File: config.mk
export PLATFORM = sky130hd
export DESIGN_NAME = uart_irq_ctrl
export DESIGN_NICKNAME = d
export VERILOG_FILES = /design/src/rtl/uart_irq_pkg.sv /design/src/rtl/uart_irq_thresh.sv /design/src/rtl/uart_irq_ctl.sv /design/src/rtl/uart_irq_dp.sv /design/src/rtl/uart_irq_ctrl.sv
export SDC_FILE = /design/constraint.sdc
export NUM_CORES = 1
export LEC_CHECK = 0
export CORE_MARGIN = 5
export CORE_UTILIZATION = 40
export DETAILED_ROUTE_END_ITERATION = 7
export DONT_BUFFER_PORTS = 1
export GPL_TIMING_DRIVEN = 1
export HOLD_SLACK_MARGIN = 0.12
export PLACE_DENSITY_LB_ADDON = 0.12
export SETUP_SLACK_MARGIN = 0.02
export SLEW_MARGIN = 20
export SYNTH_ARGS = -nofsm -noshare
export SYNTH_HDL_FRONTEND = slang
export SYNTH_HIERARCHICAL = 1
export SYNTH_SLANG_ARGS = --single-unit
File: constraint.sdc
create_clock -name clk -period 2.6 [get_ports clk]
set_input_delay 0.13 -clock clk [delete_from_list [all_inputs] [get_ports clk]]
set_output_delay 0.13 -clock clk [all_outputs]
set_load 0.05 [all_outputs]
File: src/rtl/uart_irq_pkg.sv
package uart_irq_pkg;
  localparam int ADDR_W = 8;
  localparam int DATA_W = 16;
  localparam int NUM_SRC = 11;
  localparam int LVL_W = 6;

  localparam logic [ADDR_W-1:0] OFS_LEVEL = 8'h34;
  localparam logic [ADDR_W-1:0] OFS_MASK  = 8'h38;
  localparam logic [ADDR_W-1:0] OFS_RAW   = 8'h3c;
  localparam logic [ADDR_W-1:0] OFS_MIS   = 8'h40;
  localparam logic [ADDR_W-1:0] OFS_CLR   = 8'h44;

  localparam logic [LVL_W-1:0] LEVEL_RST = 6'h12;

  localparam int BIT_RXLVL = 4;
  localparam int BIT_TXLVL = 5;
  localparam int BIT_RXTO  = 6;
  localparam int BIT_ERR0  = 7;

  typedef struct packed {
    logic wrLevel;
    logic wrMask;
    logic wrClear;
    logic rxSet;
    logic rxDrop;
    logic txSet;
    logic txDrop;
  } irqStrobe_t;
endpackage

File: src/rtl/uart_irq_thresh.sv
module uart_irq_thresh #(
  parameter int FIFO_DEPTH = 16,
  parameter int CNT_W = $clog2(FIFO_DEPTH + 1)
) (
  input  logic [2:0]       code,
  output logic [CNT_W-1:0] thr
);
  localparam int EIGHTH = FIFO_DEPTH / 8;
  localparam int QUART  = FIFO_DEPTH / 4;
  localparam int HALF   = FIFO_DEPTH / 2;
  localparam int THREEQ = (3 * FIFO_DEPTH) / 4;
  localparam int SEVENE = (7 * FIFO_DEPTH) / 8;

  always_comb begin
    case (code)
      3'd0:    thr = CNT_W'(EIGHTH);
      3'd1:    thr = CNT_W'(QUART);
      3'd2:    thr = CNT_W'(HALF);
      3'd3:    thr = CNT_W'(THREEQ);
      3'd4:    thr = CNT_W'(SEVENE);
      default: thr = CNT_W'(HALF);
    endcase
  end
endmodule

File: src/rtl/uart_irq_ctl.sv
module uart_irq_ctl
  import uart_irq_pkg::*;
#(
  parameter int FIFO_DEPTH = 16,
  parameter int CNT_W = $clog2(FIFO_DEPTH + 1)
) (
  input  logic              clk,
  input  logic              rstN,
  input  logic              wrEn,
  input  logic [ADDR_W-1:0] wrAddr,
  input  logic [LVL_W-1:0]  levelReg,
  input  logic [CNT_W-1:0]  rxCount,
  input  logic [CNT_W-1:0]  txCount,
  input  logic              fifoEn,
  output irqStrobe_t        strobe
);
  logic [CNT_W-1:0] rxThr;
  logic [CNT_W-1:0] txThr;
  logic rxCond;
  logic txCond;
  logic rxPrev;
  logic txPrev;

  uart_irq_thresh #(.FIFO_DEPTH(FIFO_DEPTH), .CNT_W(CNT_W)) uRxThr (
    .code(levelReg[5:3]), .thr(rxThr));
  uart_irq_thresh #(.FIFO_DEPTH(FIFO_DEPTH), .CNT_W(CNT_W)) uTxThr (
    .code(levelReg[2:0]), .thr(txThr));

  always_comb begin
    rxCond = fifoEn ? (rxCount >= rxThr) : (rxCount != '0);
    txCond = fifoEn ? (txCount <= txThr) : (txCount == '0);
  end

  always_ff @(posedge clk) begin
    if (!rstN) begin
      rxPrev <= 1'b0;
      txPrev <= 1'b0;
    end else begin
      rxPrev <= rxCond;
      txPrev <= txCond;
    end
  end

  always_comb begin
    strobe.wrLevel = wrEn && (wrAddr == OFS_LEVEL);
    strobe.wrMask  = wrEn && (wrAddr == OFS_MASK);
    strobe.wrClear = wrEn && (wrAddr == OFS_CLR);
    strobe.rxSet   = rxCond && !rxPrev;
    strobe.rxDrop  = !rxCond;
    strobe.txSet   = txCond && !txPrev;
    strobe.txDrop  = !txCond;
  end
endmodule

File: src/rtl/uart_irq_dp.sv
module uart_irq_dp
  import uart_irq_pkg::*;
(
  input  logic               clk,
  input  logic               rstN,
  input  irqStrobe_t         strobe,
  input  logic [DATA_W-1:0]  wrData,
  input  logic [ADDR_W-1:0]  rdAddr,
  input  logic [3:0]         modemPulse,
  input  logic               rxTimeoutPulse,
  input  logic [3:0]         errPulse,
  output logic [LVL_W-1:0]   levelReg,
  output logic [NUM_SRC-1:0] maskReg,
  output logic [NUM_SRC-1:0] rawStat,
  output logic [DATA_W-1:0]  rdData,
  output logic               irqOut
);
  logic [NUM_SRC-1:0] setVec;
  logic [NUM_SRC-1:0] dropVec;
  logic [NUM_SRC-1:0] clrVec;
  logic [NUM_SRC-1:0] misStat;

  always_comb begin
    setVec = '0;
    setVec[3:0] = modemPulse;
    setVec[BIT_RXLVL] = strobe.rxSet;
    setVec[BIT_TXLVL] = strobe.txSet;
    setVec[BIT_RXTO] = rxTimeoutPulse;
    setVec[BIT_ERR0 +: 4] = errPulse;
    dropVec = '0;
    dropVec[BIT_RXLVL] = strobe.rxDrop;
    dropVec[BIT_TXLVL] = strobe.txDrop;
    clrVec = strobe.wrClear ? wrData[NUM_SRC-1:0] : '0;
    misStat = rawStat & maskReg;
  end

  for (genvar i = 0; i < NUM_SRC; i++) begin : gBit
    always_ff @(posedge clk) begin
      if (!rstN)
        rawStat[i] <= 1'b0;
      else if (setVec[i])
        rawStat[i] <= 1'b1;
      else if (clrVec[i] || dropVec[i])
        rawStat[i] <= 1'b0;
    end
  end

  always_ff @(posedge clk) begin
    if (!rstN) begin
      levelReg <= LEVEL_RST;
      maskReg  <= '0;
      irqOut   <= 1'b0;
    end else begin
      if (strobe.wrLevel) levelReg <= wrData[LVL_W-1:0];
      if (strobe.wrMask) maskReg <= wrData[NUM_SRC-1:0];
      irqOut <= |misStat;
    end
  end

  always_comb begin
    case (rdAddr)
      OFS_LEVEL: rdData = DATA_W'(levelReg);
      OFS_MASK:  rdData = DATA_W'(maskReg);
      OFS_RAW:   rdData = DATA_W'(rawStat);
      OFS_MIS:   rdData = DATA_W'(misStat);
      default:   rdData = '0;
    endcase
  end
endmodule

File: src/rtl/uart_irq_ctrl.sv
module uart_irq_ctrl
  import uart_irq_pkg::*;
#(
  parameter int FIFO_DEPTH = 16,
  parameter int CNT_W = $clog2(FIFO_DEPTH + 1)
) (
  input  logic              clk,
  input  logic              rstN,
  input  logic              wrEn,
  input  logic [ADDR_W-1:0] wrAddr,
  input  logic [DATA_W-1:0] wrData,
  input  logic [ADDR_W-1:0] rdAddr,
  output logic [DATA_W-1:0] rdData,
  input  logic [CNT_W-1:0]  rxCount,
  input  logic [CNT_W-1:0]  txCount,
  input  logic              fifoEn,
  input  logic [3:0]        modemPulse,
  input  logic              rxTimeoutPulse,
  input  logic [3:0]        errPulse,
  output logic              irqOut
);
  irqStrobe_t strobe;
  logic [LVL_W-1:0]   levelReg;
  logic [NUM_SRC-1:0] maskReg;
  logic [NUM_SRC-1:0] rawStat;

  uart_irq_ctl #(.FIFO_DEPTH(FIFO_DEPTH), .CNT_W(CNT_W)) uCtl (
    .clk(clk), .rstN(rstN), .wrEn(wrEn), .wrAddr(wrAddr),
    .levelReg(levelReg), .rxCount(rxCount), .txCount(txCount),
    .fifoEn(fifoEn), .strobe(strobe));

  uart_irq_dp uDp (
    .clk(clk), .rstN(rstN), .strobe(strobe), .wrData(wrData),
    .rdAddr(rdAddr), .modemPulse(modemPulse),
    .rxTimeoutPulse(rxTimeoutPulse), .errPulse(errPulse),
    .levelReg(levelReg), .maskReg(maskReg), .rawStat(rawStat),
    .rdData(rdData), .irqOut(irqOut));
endmodule

[Word-level counts from Yosys, hierarchy flattened]
Cells that the tools add are included.
Word-level totals
  bits in registers: 31
  input port bits: 55
  output and inout bits: 17
Cells by class
  order comparisons: 2
  equality and inequality tests: 13
  bitwise logic cells: 1
  reductions and logical operators: 27
  multiplexer cells: 28
Operators by type and width (number)
  $pmux 11 s4: 1
  $eq 8x6->1 const B: 5
  $pmux 4 s4: 2
  $mux 1: 24
  $reduce_bool 2->1: 11
  $eq 8x7->1 const B: 2
  $and 11x11->11: 1
  $mux 11: 1
  $reduce_or 11->1: 1
  $eq 3x1->1 const B: 2
  $eq 3x2->1 const B: 2
  $eq 3x3->1 const B: 2
  $logic_not 3->1: 2
  $ge 5x4->1: 1
  $le 5x4->1: 1
  $logic_and 1x1->1: 5
  $logic_not 5->1: 1
  $reduce_bool 5->1: 1
  $logic_not 1->1: 4
  $logic_or 1x1->1: 2

[Longest topological paths before layout]
Gate-level depths: netlist of the first run.
  word-level depth: 8
  gate-level depth with buffers: 9

[Cells and area by module]
Netlist of the first run, hierarchy kept.
By module, submodules not included
  uart_irq_dp: times used 1, sequential area each 580.6 um2, area an instance 1594.0 um2, cells an instance 173
  uart_irq_ctl: times used 1, sequential area each 40.0 um2, area an instance 425.4 um2, cells an instance 59
  uart_irq_thresh: times used 2, sequential area each 0.0 um2, area an instance 40.0 um2, cells an instance 6

[Worst setup path after synthesis of the first run]
No wires, ideal clock.
  path type: reg-to-reg
  start: register uDp.levelReg[2]
  end: register uDp.rawStat[5]
  data required time: 2542 ps
  setup slack: 602 ps
  arrival time: 1940 ps
  stages on the path, launching flop included: 9
  cells stage by stage: dfxtp_1 mux2_2 inv_1 ha_1 and4_4 a221o_1 o21a_1 a211oi_1 o21a_1
RTL lines
  from (decl): line uart_irq_dp.sv:12  | output logic [LVL_W-1:0] levelReg,
  from (signal assigned): line uart_irq_dp.sv:54  | if (strobe.wrLevel) levelReg <= wrData[LVL_W-1:0];
  to (signal, indexed assignment): line uart_irq_dp.sv:40  | rawStat[i] <= 1'b0;
  to (signal, indexed assignment): line uart_irq_dp.sv:42  | rawStat[i] <= 1'b1;
  to (signal, indexed assignment): line uart_irq_dp.sv:44  | rawStat[i] <= 1'b0;
  to (decl): line uart_irq_dp.sv:14  | output logic [NUM_SRC-1:0] rawStat,

==> flow_metrics.tcl, run 1 <==
set metrics [dict create \
    status "finished, final reports clean" \
    max_freq_ghz 0.476 \
    p_clk_frac 0.436 \
    wl_um 5240 \
    place.gp.congestion 0.764 \
    slew_viol_final 0 \
    p_switching_mw 0.268 \
    rows 26 \
    grt_use_total 0.162 \
    vdd_drop_max_uv 579 \
    mappedNetlistArea_um2 2100 \
    skew_ns 0.00948 \
    syn_area_per_cell_um2 8.60 \
    cts_tree "done" \
    ctsResizeCount 0 \
    synthToLayoutAreaGrowth_pct 19.9 \
    synth_edf_count 0 \
    p_leak_nw 0.934 \
    io_pins 72 \
    num_vias 1749 \
    synth_ff_type "dfxtp_1" \
    synth.area.mux_share 0.124 \
    hpwlAfterDp_um 3820 \
    hold_path_depth 2 \
    endpoint_kind "register" \
    clock-sinks 31 \
    p_sw_frac 0.235 \
    p_int_mw 0.874 \
    async_reset_ff_frac 0 \
    drive_gt1_frac 0.148 \
    hold_path_class "in -> reg" \
    cap_viol_max_count 0 \
    drtAntennaViolNets 0 \
    rsz0062_at_grt "false" \
    finalSetupViolCount 0 \
    grt_first_pass_wirelength_um 8180 \
    synth_cells 244 \
    avgViaCountPerCell 5.13 \
    synth-xor-area-share 0 \
    fp.dieW_um 82.5 \
    initial_core_util 0.411 \
    hold_viol_final 0 \
    cts_post_setup_buffers_inserted 0 \
    r2r_slack_ns 0.50 \
    die-area_um2 6800 \
    htree_levels 2 \
    cp-start-kind "register" \
    synth_cell_types 45 \
    reg2regPathDepth 8 \
    synth_warnings 6 \
    core_um2 5110 \
    cts-root-buf "clkbuf_8" \
    antenna_found_initial 0 \
    synth-simple-area-share 0.278 \
    power_frac_seq 0.440 \
    grt_overflow 0 \
    first_pass_iters 4 \
    dpl_worst_slack_ns 0.496 \
    synth_top_family_by_area "simple AND/OR/NAND/NOR gates" \
    hold_buffers 26 \
    tns_ns 0 \
    crit_type "reg -> reg" \
    postLayoutSetupSlackWorst_ns 0.498 \
    final_common_cell "dfxtp_1" \
    dr_wl_met2_um 2400 \
    wl_per_cell_um 15.4 \
    top_layer "met4" \
    cts_buffers 5 \
    grt_max_degree 32 \
    wl_met3_um 383 \
    first_global_vias 1756 \
    min_period_ns 2.10 \
    maxSlewHeadroom 0.351 \
    portBuffers 0 \
    n_antenna_cell 0 \
    synth_compound_area_frac 0.148 \
    worstPathMaxFanout 4 \
    drt-initial-drc-count 57 \
    die_h_um 82.5 \
    worstMarginPinSlew_ns 0.971 \
    ys_seq_area_frac 0.296 \
    path_clk_slew_ns 0.07 \
    worstPathRequired_ns 2.84 \
    fillCellCount 524 \
    holdWs_ns 0.154 \
    clock_latency_ns 0.29 \
    layout_common_cells "dfxtp_1, dlygate4sd3_1, nand2_1, nor2b_1, mux2i_1" \
    route.detailed.drc 0 \
    layout.nets 335 \
    cts_buffer_depth 2 \
    synth_fa_ha_area_frac 0.0596 \
    wl_met1_um 2400 \
    ys_ff_latch 31 \
    fin_crit_sh 0.808 \
    powerDensity_nw_per_um2 454 \
    arrival_ns 2.34 \
    power_frac_comb 0.123 \
]
[path summary, 6_finish.rpt]
path,start,end
worst max-delay path,uDp/levelReg[2],uDp/rawStat[5]
worst min-delay path,fifoEn,uCtl/txPrev
worst max register to register,uDp/levelReg[2],uDp/rawStat[5]
worst min register to register,uDp/rawStat[8],uDp/rawStat[8]
[cell usage after synthesis, types with 3 or more instances]
master    count  area (µm²)
a21oi_1      11        55.1
a22oi_1       3        22.5
buf_2         3        15.0
buf_4         9        67.6
buf_6         3        33.8
clkbuf_1      5        18.8
conb_1        3        11.3
dfxtp_1      31         621
ha_1         10         125
inv_1        14        52.6
mux2_2        8        90.1
mux2i_1      17         170
nand2_1      25        93.8
nand3_1      15        75.1
nand4_1       5        31.3
nor2_1        8        30.0
nor2b_1      25         156
nor4_1        3        18.8
o211ai_2      7        87.6
o21a_1        3        22.5
o21ai_0       3        15.0
o22ai_1       5        31.3
or2_2         3        18.8
[worst max-delay path: stages, from the launching register on]
cell      delay, ns
dfxtp_1        0.38
mux2_2         0.34
inv_1          0.05
ha_1           0.23
and4_4         0.18
a221o_1        0.35
o21a_1         0.20
a211oi_1       0.21
o21a_1         0.13
[cell families after synthesis]
logic type | Yosys count
compound gates | 41
fa+ha+maj | 10
buf+inv | 34
flops | 31
mux | 25
other cells | 3
simple gates | 100
[final cells by class]
type	count	area (µm²)	share of cell area
Timing Repair Buffer	33	313	0.124
Sequential cell	31	621	0.247
Multi-Input combinational cell	185	1330	0.527
Clock inverter	2	35.0	0.0139
Tap cell	70	87.6	0.0348
Clock buffer	6	82.6	0.0328
Inverter	14	52.6	0.0209
[power groups by stage]
stage | Combinational (mW) | Clock [mW] | Sequential (mW)
after global routing | 0.156 | 0.534 | 0.505
after floorplan | 0.109 | 0 | 0.509
final | 0.141 | 0.498 | 0.503
after detailed placement | 0.0986 | 0 | 0.513
after global placement | 0.0977 | 0 | 0.513
after CTS | 0.140 | 0.512 | 0.503
[per-layer routing]
layer  GRT usage  vias to the layer above
met5           0                        -
met4      0.0598                        0
met3      0.0499                        7
met2       0.269                       46
met1       0.195                      798
li1            -                      898
[per-stage QoR]
step	total power [mW]	cell area, µm²	instances	utilization
6_report	1.14	2520	341	0.493
5_1_grt	1.19	2520	341	0.493
4_1_cts	1.15	2520	341	0.493
3_5_place_dp	0.612	2140	307	0.419
3_3_place_gp	0.611	2140	307	0.419
2_1_floorplan	0.618	2120	250	-
[registers in the layout, summed over array words and instances (netlist names)]
register	count
uDp/maskReg	11
uDp/levelReg	6
uCtl/txPrev	1
uDp/rawStat	11
uDp/irqOut	1
uCtl/rxPrev	1
(Power assumes the default switching activity.)
==> run 2, diff against run 1 <==
- clock period: 2.6 -> 1.8 ns (I/O delays scaled with it)
==> run 2 against run 1 <==
Effect of this change:
- the run now ends with negative setup slack left
- sequential power grew 45%
- wire length grew 3.3%
- non-clock buffer count is 26 higher
- core utilization up 4.8 points
- critical path depth stayed put
- count of clock-buffer cells in the layout unchanged
- setup slack got worse by 0.56 ns
- register-to-register slack got worse by 0.56 ns
- via count rose by 7.3%
- largest power group unchanged
==> flow_metrics.tcl, run 2 (synthesized netlist as in run 1, its figures left out) <==
set metrics [dict create \
    io_pins 72 \
    cpMostUsedCell "o21a_1" \
    utilization 0.541 \
    first_global_vias 2015 \
    core_um2 5110 \
    cts_buffer_depth 2 \
    final_common_cell "dlygate4sd3_1" \
    place.gp.congestion 0.811 \
    antenna_found_initial 0 \
    fp.dieW_um 82.5 \
    grt_use_total 0.173 \
    vdd_drop_max_uv 357 \
    fillCellCount 515 \
    die_h_um 82.5 \
    path_buf_inv 1 \
    grtUsageMet1 0.212 \
    use_met3 0.0575 \
    violations "negative setup slack" \
    hpwlAfterDp_um 3990 \
    status "finished, violations left" \
    endpoint_kind "register" \
    htree_levels 2 \
    dpl_worst_slack_ns -0.0682 \
    route.detailed.drc 0 \
    cap_viol_max_count 0 \
    skew_ns 0.00392 \
    startpoint "uDp/levelReg[2]" \
    cts-root-buf "clkbuf_8" \
    worstPathRequired_ns 2.02 \
    die-area_um2 6800 \
    cp-start-kind "register" \
    ff_latch_area_um2 628 \
    worstReg2RegStart "uDp/levelReg[2]" \
    first_pass_iters 4 \
    avgViaCountPerCell 5.14 \
    n_antenna_cell 0 \
    powerDensity_nw_per_um2 512 \
    crit_end "uDp/rawStat[5]" \
    drt-initial-drc-count 87 \
    total_power_mw 1.42 \
    drive_gt1_frac 0.254 \
    min_period_ns 1.87 \
    crit_chain "mux2_4, inv_4, ha_4, and4_4, a221o_1, o21a_1, a211oi_2, o21a_1" \
    holdWs_ns 0.223 \
    finalSetupViolCount 1 \
    r2r_slack_ns -0.07 \
    wl_per_cell_um 14.8 \
    layout_common_cells "dlygate4sd3_1, buf_4, nand2_1, nor2b_1, dfxtp_1" \
    cp.depth 8 \
    hold_viol_final 0 \
    busiest_layer "met2" \
    timing.rr.end "uDp/rawStat[5]" \
    cpPeakStageDelay_ns 0.35 \
    rows 26 \
    slowest_stage "dfxtp_2" \
    initial_core_util 0.411 \
    wl_um 5420 \
    clock-sinks 31 \
    num_vias 1877 \
    arrival_ns 2.09 \
    reg2regPathDepth 8 \
    rsz0062_at_grt "true" \
    fin_cells 365 \
    grt_overflow 0 \
    postLayoutSetupSlackWorst_ns -0.0665 \
    grt_max_degree 30 \
    max_freq_ghz 0.536 \
    cts_tree "done" \
    slew_viol_final 0 \
    met2_usage 0.280 \
    cts_buffers 5 \
    crit_type "reg -> reg" \
    synthToLayoutAreaGrowth_pct 31.6 \
    multiInputGateArea_um2 1400 \
    drtAntennaViolNets 0 \
    p_leak_nw 1.10 \
    fin_crit_sh 1.04 \
    path_clk_slew_ns 0.06 \
    worstPathMaxFanout 3 \
    grt_first_pass_wirelength_um 9070 \
    hold_path_class "in -> reg" \
    layout.nets 361 \
    dp.cells 327 \
    reg.largest.list "uDp/maskReg x11, uDp/rawStat x11, uDp/levelReg x6" \
    portBuffers 0 \
    clock_latency_ns 0.28 \
    crit_family "compound AO/OA/AOI/OAI gates" \
]
run 2: worst min path at each step:
stage / endpoint / slack (ns) / startpoint / cells past startpoint
after floorplan: uDp/levelReg[1] / 0.22 / wrData[1] / 2
after detailed placement: uDp/levelReg[4] / 0.16 / rstN / 1
final: uCtl/txPrev / 0.22 / fifoEn / 4
after CTS: uCtl/txPrev / 0.21 / fifoEn / 4
after global routing: uCtl/txPrev / 0.23 / txCount[2] / 4
after global placement: uDp/levelReg[4] / 0.16 / rstN / 1
run 2: per-stage QoR:
step,TNS (ns),instance area [µm²]
after floorplan,-0.0304,2150
after detailed placement,-0.105,2320
after global placement,-0.0613,2320
after global routing,-0.205,2760
final,-0.0665,2760
after CTS,-0.0878,2720
run 2: worst reg2reg max path, cell delays in order, from the launching register on:
cell      delay, ns
dfxtp_2        0.35
mux2_4         0.31
inv_4          0.06
ha_4           0.19
and4_4         0.14
a221o_1        0.32
o21a_1         0.19
a211oi_2       0.13
o21a_1         0.12
run 2: final cells by class:
cell class | instances | area share
multi-input combinational | 185 | 0.507
sequential | 31 | 0.227
timing repair buffer | 59 | 0.188
tap | 70 | 0.0317
clock buffer | 6 | 0.0263
inverter | 14 | 0.0199
run 2: what timing repair did:
item / in CTS / in global routing
setup buffers: 1 / 0
resized for setup: 5 / 10
pin swaps: 4 / 8
hold buffers: 31 / 0
hold endpoints to repair: 31 / 0
cloned: 0 / 0
setup endpoints to repair: 2 / 2
run 2: power by group:
group | total, mW | internal (mW) | switching (mW)
Clock | 0.494 | 0.257 | 0.237
Sequential | 0.727 | 0.710 | 0.0175
Combinational | 0.194 | 0.107 | 0.0877
Total | 1.42 | 1.07 | 0.343
run 2: layer usage:
layer	vias up	part of all wire
met4	0	0.021
li1	951	-
met1	870	0.45
met5	-	0
met3	11	0.072
met2	45	0.46
==> run 3, diff against run 2 <==
- RECOVER_POWER: default -> 100
==> run 3 against run 2 <==
Effect of this change:
- the flow still finishes with violations (negative setup slack)
- non-clock buffer count is the same
- hold slack got worse by 0.0030 ns
- wire length rose by 0.26%
- largest power group unchanged
- critical path type unchanged
==> flow_metrics.tcl, run 3 (synthesized netlist as in run 1, its figures left out) <==
set metrics [dict create \
    status "finished, violations left" \
    violations "negative setup slack" \
    first_global_vias 2015 \
    grt_max_degree 30 \
    arrival_ns 2.09 \
    cts_buffers 5 \
    dpl_worst_slack_ns -0.0682 \
    reg.largest.list "uDp/maskReg x11, uDp/rawStat x11, uDp/levelReg x6" \
    fin_cells 365 \
    final_area_um2 2700 \
    hold_viol_final 0 \
    grt_use_total 0.173 \
    path_clk_slew_ns 0.06 \
    slew_viol_final 0 \
    skew_ns 0.00320 \
    grt_first_pass_wirelength_um 9070 \
    cts-root-buf "clkbuf_8" \
    dpl_cell_area_um2 2320 \
    cap_viol_max_count 0 \
    drt-initial-drc-count 109 \
    total_power_mw 1.42 \
    power_frac_seq 0.512 \
    htree_levels 2 \
    r2r_slack_ns -0.07 \
    wl_um 5430 \
    startpoint "uDp/levelReg[2]" \
    p_int_mw 1.07 \
    synthToLayoutAreaGrowth_pct 28.5 \
    wl_per_cell_um 14.9 \
    vdd_drop_max_uv 359 \
    clock-sinks 31 \
    crit_type "reg -> reg" \
    rows 26 \
    num_vias 1881 \
    p_switching_mw 0.346 \
    min_period_ns 1.87 \
    layout_common_cells "dlygate4sd3_1, dfxtp_1, nand2_1, nor2b_1, buf_4" \
    hold_path_class "in -> reg" \
    power_frac_comb 0.136 \
    postLayoutSetupSlackWorst_ns -0.0671 \
    timing.rr.end "uDp/rawStat[5]" \
    clock_latency_ns 0.28 \
    cp-start-kind "register" \
    core_um2 5110 \
    p_clk_frac 0.352 \
    n_antenna_cell 0 \
    io_pins 72 \
    p_leak_nw 1.05 \
    worstReg2RegStart "uDp/levelReg[2]" \
    layout.nets 361 \
    cts_tree "done" \
    portBuffers 0 \
    endpoint_kind "register" \
    place.gp.congestion 0.811 \
    dp.cells 327 \
    crit_end "uDp/rawStat[5]" \
    avgViaCountPerCell 5.15 \
    worstPathRequired_ns 2.03 \
    fillCellCount 529 \
    grt_overflow 0 \
    route.detailed.drc 0 \
    die_h_um 82.5 \
    hpwlAfterDp_um 3990 \
    drtAntennaViolNets 0 \
    finalSetupViolCount 1 \
    final_common_cell "dlygate4sd3_1" \
    first_pass_iters 4 \
    antenna_found_initial 0 \
    fp.dieW_um 82.5 \
    fin_crit_sh 1.04 \
    rsz0062_at_grt "true" \
    initial_core_util 0.411 \
    drive_gt1_frac 0.217 \
    p_sw_frac 0.244 \
    worstPathMaxFanout 3 \
    max_freq_ghz 0.536 \
    reg2regPathDepth 8 \
    cts_buffer_depth 2 \
    powerDensity_nw_per_um2 526 \
    die-area_um2 6800 \
]
==> run 3: cell count changes in the layout (fill, tap and decap cells not counted), moves of 4 or more <==
cell,before,now
clkbuf_2,0,4
o211ai_1,1,7
buf_4,28,22
o211ai_2,7,1
==> run 3: power by group through the flow <==
stage | logic [mW] | clock network (mW) | registers [mW]
after floorplan | 0.159 | 0 | 0.736
after global placement | 0.152 | 0 | 0.741
after detailed placement | 0.154 | 0 | 0.742
after CTS | 0.188 | 0.517 | 0.726
after global routing | 0.216 | 0.544 | 0.730
final | 0.193 | 0.499 | 0.727
==> run 3: worst min path at each step <==
stage | start | end | slack [ns] | cells past startpoint
6_report | fifoEn | uCtl/txPrev | 0.22 | 4
5_1_grt | txCount[2] | uCtl/txPrev | 0.23 | 4
4_1_cts | fifoEn | uCtl/txPrev | 0.21 | 4
3_5_place_dp | rstN | uDp/levelReg[4] | 0.16 | 1
3_3_place_gp | rstN | uDp/levelReg[4] | 0.16 | 1
2_1_floorplan | wrData[1] | uDp/levelReg[1] | 0.22 | 2
==> run 3: worst max-delay path: stages (launching register included) <==
cell and delay, ns:
dfxtp_2 0.35, mux2_4 0.31, inv_4 0.06, ha_4 0.19, and4_4 0.14, a221o_1 0.32, o21a_1 0.19, a211oi_2 0.13
o21a_1 0.12
==> run 3: per-layer routing <==
layer,share of wire,vias up,wire length (µm),global-route usage
met5,0,-,0,0
li1,-,949,-,-
met4,0.021,0,116,0.0648
met3,0.073,11,394,0.0575
met2,0.46,46,2480,0.280
met1,0.45,875,2440,0.212
==> run 3: timing repair <==
item / CTS / global route
pin swaps: 4 / 8
resized for setup: 5 / 10
endpoints found under the hold margin: 31 / 0
setup buffers: 1 / 0
hold buffers: 31 / 0
endpoints found under the setup margin: 2 / 2
==> run 3: layout make-up <==
type | count | area [µm²] | area share
clock buffer | 6 | 72.6 | 0.0269
inverter | 14 | 55.1 | 0.0204
tap | 70 | 87.6 | 0.0325
timing repair buffer | 59 | 504 | 0.187
multi-input combinational | 185 | 1350 | 0.501
sequential | 31 | 627 | 0.232
==> run 3: per-stage QoR <==
stage               TNS [ns]  hold WS (ns)  utilization
floorplan            -0.0304         0.218            -
global placement     -0.0613         0.160        0.454
detailed placement    -0.105         0.164        0.454
CTS                  -0.0878         0.208        0.533
global route          -0.232         0.228        0.528
finish               -0.0671         0.220        0.528
